--- config.mk ---
export PLATFORM = sky130hd
export DESIGN_NAME = pow2div_top
export DESIGN_NICKNAME = d
export VERILOG_FILES = /design/src/rtl/pow2div_pkg.sv /design/src/rtl/pow2div_mag.sv /design/src/rtl/pow2div_shift.sv /design/src/rtl/pow2div_restore.sv /design/src/rtl/pow2div_top.sv
export SDC_FILE = /design/constraint.sdc
export NUM_CORES = 1
export LEC_CHECK = 0
export BUFFER_PORTS_ARGS = -buffer_cell sky130_fd_sc_hd__buf_4
export CORE_MARGIN = 1
export CORE_UTILIZATION = 35
export DETAILED_ROUTE_END_ITERATION = 16
export GPL_TIMING_DRIVEN = 0
export PLACE_DENSITY_LB_ADDON = 0.1
export SYNTH_ARGS = -nofsm -noshare
export SYNTH_HDL_FRONTEND = slang
export SYNTH_HIERARCHICAL = 1
export SYNTH_SLANG_ARGS = --single-unit
--- constraint.sdc ---
create_clock -name clk -period 7.8 [get_ports clk]
set_input_delay 1.95 -clock clk [delete_from_list [all_inputs] [get_ports clk]]
set_output_delay 1.95 -clock clk [all_outputs]
set_load 0.01 [all_outputs]
--- src/rtl/pow2div_pkg.sv ---
package pow2div_pkg;

    // Wrapper state: whether a captured quotient is being held.
    typedef enum logic {
        ST_EMPTY  = 1'b0,
        ST_LOADED = 1'b1
    } hold_state_e;

endpackage

--- src/rtl/pow2div_mag.sv ---
// Splits a two's-complement value into sign flag and unsigned magnitude.
// The magnitude is WIDTH bits wide, so the most negative value maps to
// 2^(WIDTH-1) without overflow.
module pow2div_mag #(
    parameter int WIDTH = 32
) (
    input  logic [WIDTH-1:0] value_i,
    output logic             neg_o,
    output logic [WIDTH-1:0] mag_o
);

    always_comb begin
        neg_o = value_i[WIDTH-1];
        if (neg_o) begin
            mag_o = (~value_i) + WIDTH'(1);
        end else begin
            mag_o = value_i;
        end
    end

endmodule

--- src/rtl/pow2div_shift.sv ---
// Logarithmic logical right shifter; one stage per shift-amount bit.
module pow2div_shift #(
    parameter int WIDTH   = 32,
    parameter int SHIFT_W = 5
) (
    input  logic [WIDTH-1:0]   mag_i,
    input  logic [SHIFT_W-1:0] amt_i,
    output logic [WIDTH-1:0]   res_o
);

    logic [WIDTH-1:0] stage [SHIFT_W+1];

    assign stage[0] = mag_i;

    for (genvar k = 0; k < SHIFT_W; k++) begin : g_stage
        localparam int STEP = 1 << k;
        assign stage[k+1] = amt_i[k] ? (stage[k] >> STEP) : stage[k];
    end

    assign res_o = stage[SHIFT_W];

endmodule

--- src/rtl/pow2div_restore.sv ---
// Re-applies the dividend's sign to the shifted magnitude.
module pow2div_restore #(
    parameter int WIDTH = 32
) (
    input  logic             neg_i,
    input  logic [WIDTH-1:0] mag_i,
    output logic [WIDTH-1:0] q_o
);

    always_comb begin
        if (neg_i) begin
            q_o = (~mag_i) + WIDTH'(1);
        end else begin
            q_o = mag_i;
        end
    end

endmodule

--- src/rtl/pow2div_top.sv ---
module pow2div_top #(
    parameter int WIDTH   = 32,
    parameter int SHIFT_W = 5
) (
    input  logic               clk,
    input  logic               rst_n,
    input  logic               in_valid,
    input  logic [WIDTH-1:0]   dividend,
    input  logic [SHIFT_W-1:0] shamt,
    output logic [WIDTH-1:0]   q_now,
    output logic               out_valid,
    output logic [WIDTH-1:0]   quotient
);

    import pow2div_pkg::*;

    logic             sign_neg;
    logic [WIDTH-1:0] abs_val;
    logic [WIDTH-1:0] abs_shifted;

    hold_state_e state_q;
    hold_state_e state_d;

    pow2div_mag #(.WIDTH(WIDTH)) u_mag (
        .value_i (dividend),
        .neg_o   (sign_neg),
        .mag_o   (abs_val)
    );

    pow2div_shift #(.WIDTH(WIDTH), .SHIFT_W(SHIFT_W)) u_shift (
        .mag_i (abs_val),
        .amt_i (shamt),
        .res_o (abs_shifted)
    );

    pow2div_restore #(.WIDTH(WIDTH)) u_restore (
        .neg_i (sign_neg),
        .mag_i (abs_shifted),
        .q_o   (q_now)
    );

    // Next-state logic: T_CAPTURE, T_DRAIN, T_WAIT.
    always_comb begin
        state_d = state_q;
        unique case (state_q)
            ST_EMPTY:  state_d = in_valid ? ST_LOADED : ST_EMPTY;
            ST_LOADED: state_d = in_valid ? ST_LOADED : ST_EMPTY;
            default:   state_d = ST_EMPTY;
        endcase
    end

    // State register.
    always_ff @(posedge clk) begin
        if (!rst_n) begin
            state_q <= ST_EMPTY;
        end else begin
            state_q <= state_d;
        end
    end

    // Output register: captures on T_CAPTURE, otherwise holds.
    always_ff @(posedge clk) begin
        if (!rst_n) begin
            quotient <= '0;
        end else if (in_valid) begin
            quotient <= q_now;
        end
    end

    assign out_valid = (state_q == ST_LOADED);

endmodule

==> metrics.md <==
| Metric | Value |
|---|---|
| Routed WL | `14670 um` |
| R2R depth | `2` |
| First-pass GRT wire length | `roughly 23000 um` |
| Row count | `41` |
| Library cells used by synthesis | `62` |
| Syn_nets | `544` |
| Area Overhead vs Synth | `42.45%` |
| Num CTS Buffers | `5` |
| Core region area | `0.01272 mm^2` |
| Hold path depth | `2` |
| Synth Area per Inst | `9.207 um^2` |
| Placed cell count | `773` |
| Relative slew slack | `0.3822` |
| CP Class | `in -> out` |
| Final setup vio count | `9` |
| Most common cell after layout, fill and taps aside | `buf_4` |
| Leakage | `2.555 nW` |
| Failing checks | `negative setup slack` |
| Worst-Skew Late Latency | `around 0.28 ns` |
| Non-filler cells, final | `825` |
| Congestion Overflow GR | `0` |
| Initial DRT Pass Iterations | `5` |
| Vias per cell | `5.532` |
| Worst endpoint data arrival time | `5.95 ns` |
| Cell Area, Synth | `around 0.0046 mm^2` |
| EDFF count, synth | `0` |
| Final Critical Period | `7.901 ns` |
| Die Ht | `116.9 um` |
| Global Route met2 Usage | `0.3953` |
| Worst EP required | `5.85 ns` |
| Hold_buf cts | `0` |
| Port bufs | `99` |
| Status | `finished, violations left` |
| Largest net degree at the start of global routing | `11` |
| Synth Register Bits | `33` |
| Die X | `116.9 um` |
| GRT Total Usage | `0.2154` |
| Maximum VDD drop | `0.06931 mV` |
| Hold crit path type | `reg -> reg` |
| Post-layout instance area | `roughly 0.0066 mm^2` |
| Worst Tran Pin Value | `between 0.9 and 1 ns` |
| CP endpoint kind | `primary output` |
| Number of remaining DRC errors | `0` |
| Post-DP HPWL | `11430 um` |
| Ys flop type | `dfxtp_1` |
| Post-Synthesis Cells | `between 500 and 600` |
| Total number of vias | `4564` |
| Post-DRT Antenna Nets | `0` |
| Hold slack | `0.5141 ns` |
| Effective utilization at floorplan | `0.3633` |
| Pwr per Cell Area | `144.2 mW/mm^2` |
| Clock sinks | `33` |
| Top Usage Layer GRT | `met2` |
| Root Buffer | `clkbuf_16` |
| CTS clk-pin slew, worst paths | `around 0.05 ns` |
| Most frequent cells in the layout | `141 x buf_4, 49 x xnor2_1, 47 x mux2i_1` |
| Die area | `0.01367 mm^2` |
| Max-Cap Viols | `0` |
| CTS tree | `yes` |
| Share of synthesized flip-flops with an asynchronous set or reset | `0` |
| Share of cells above drive strength 1 | `0.4456` |
| Antenna violations before repair | `0` |
| Inserted Diodes | `0` |
| Longest Clk Path Bufs | `2` |
| Tcrit/Tclk final | `1.013` |
| Cell Area, Placed | `0.005580 mm^2` |
| Final Skew | `0 ns` |
| Type of origin of the critical path | `primary input` |
| Total Nets Final | `between 600 and 700` |
| Seq/Total Area, Yosys | `0.1429` |
| Placer Congestion | `0.8719` |
| Util after Layout | `0.5175` |
| Slew Viols, Final | `0` |
| First DRT Iteration DRCs | `228` |
| Met3 usage | `0.01751` |
| Fmax | `0.1266 GHz` |
| Setup ws final | `-0.1012 ns` |
| DR WL/cell | `17.78 um` |
| Number of global-route vias before repair | `about 4300` |
| H-Tree Depth | `2` |
| I/O pin total | `105` |
| Yosys warning count | `6` |
| Final Hold Violating Endpoints | `0` |
| Critical path fanouts, max | `8` |
| Total of fill cells in the finished design | `1233` |
| Met1 usage | `0.2744` |
| RSZ-0062 raised after global routing | `yes` |
## per-layer routing
metal  up-vias  share of wire
li1       2200              -
met1      2232           0.44
met2       122           0.52
met3        10          0.037
met4         0         0.0097
met5         -              0
## cells in the mapped netlist (2+ instances only)
cell	instances	share of area
nand2_1	39	0.032
or3_1	2	0.0027
nand2b_1	10	0.014
mux4_2	19	0.093
o22ai_1	7	0.0095
buf_1	7	0.0057
buf_12	4	0.017
ha_1	2	0.0054
nand4_1	7	0.0095
o21ai_0	21	0.023
a222oi_1	2	0.0043
o41ai_2	8	0.028
nand3b_1	3	0.0049
buf_4	6	0.0097
a211oi_1	6	0.0097
a22oi_1	7	0.011
o22a_1	2	0.0038
nand3_1	7	0.0076
buf_2	4	0.0043
nor3_1	9	0.0097
o41ai_1	7	0.013
a2bb2oi_1	3	0.0057
mux4_1	6	0.034
mux2_2	16	0.039
or2_2	5	0.0068
nor4_4	6	0.028
nand4b_1	3	0.0057
dfxtp_1	33	0.14
and2_1	3	0.0041
nor3_2	2	0.0043
mux2i_1	50	0.11
buf_6	4	0.0097
a21oi_1	4	0.0043
nor4_1	3	0.0041
o31ai_1	20	0.032
xnor2_1	59	0.11
o21ai_1	2	0.0022
o211ai_1	6	0.0097
clkbuf_1	13	0.011
inv_1	5	0.0041
or2b_1	2	0.0032
nor2_1	24	0.019
nor2b_1	35	0.047
## registers in the layout, indices dropped and copies added, names as in the netlist
| signal | count |
|---|---|
| out_valid | 1 |
| quotient | 32 |
## cell families after synthesis
logic type / synth area share
adder cells (fa/ha/maj): 0.005413
XOR/XNOR: 0.1118
AND/OR/NAND/NOR: 0.2269
multiplexers: 0.2740
AO/OA/AOI/OAI: 0.1768
buffers and inverters: 0.06226
flip-flops: 0.1429
## worst max-delay path, stage by stage
cell and delay, ns:
buf_6 0.10, inv_4 0.05, ha_4 0.13, nor4b_4 0.31, nand4_4 0.17, buf_12 0.18
o31ai_4 0.25, xnor2_2 0.13, mux4_2 0.50, a222oi_1 0.34, buf_4 0.18, buf_4 0.14
o221ai_4 0.14, nor4_4 0.25, buf_6 0.19, nand4b_4 0.16, o41ai_2 0.34, xnor2_1 0.24
buf_4 0.19
## layout make-up
type	instances	area (um^2)	area share
tap	172	215.2	0.03269
buffer	38	265.3	0.04029
multi-input combinational	425	4144	0.6294
sequential	33	660.6	0.1003
clock buffer	7	142.6	0.02166
inverter	6	25.02	0.003801
timing repair buffer	144	1131	0.1718
## path summary, 6_finish.rpt
check,slack [ns],start,end
worst min register to register,0.51,quotient[29],quotient[29]
worst min-delay path,0.51,quotient[29],quotient[29]
worst max-delay path,-0.10,dividend[1],q_now[31]
worst max register to register,7.19,quotient[25],quotient[25]
## timing repair
item,4_1_cts,5_1_grt
setup buffers,31,14
pin swaps,35,30
gates resized for setup,60,44
hold endpoints to repair,0,0
setup endpoints to repair,28,26
## power by group
group          internal [mW]  switching [mW]
Clock                  0.125          0.0670
Combinational          0.276           0.287
Sequential             0.186         0.00845
Total                  0.587           0.362
## metrics by stage
stage          setup TNS, ns  power, mW  setup WS, ns
4_1_cts                    0     0.9126      0.001510
6_report             -0.3977     0.9491       -0.1012
2_1_floorplan              0     0.4933        0.3047
3_3_place_gp          -21.98     0.6527        -1.003
3_5_place_dp          -22.12     0.6576        -1.002
5_1_grt               -4.758      1.005       -0.3182
Power figures use the tool's default switching activity.
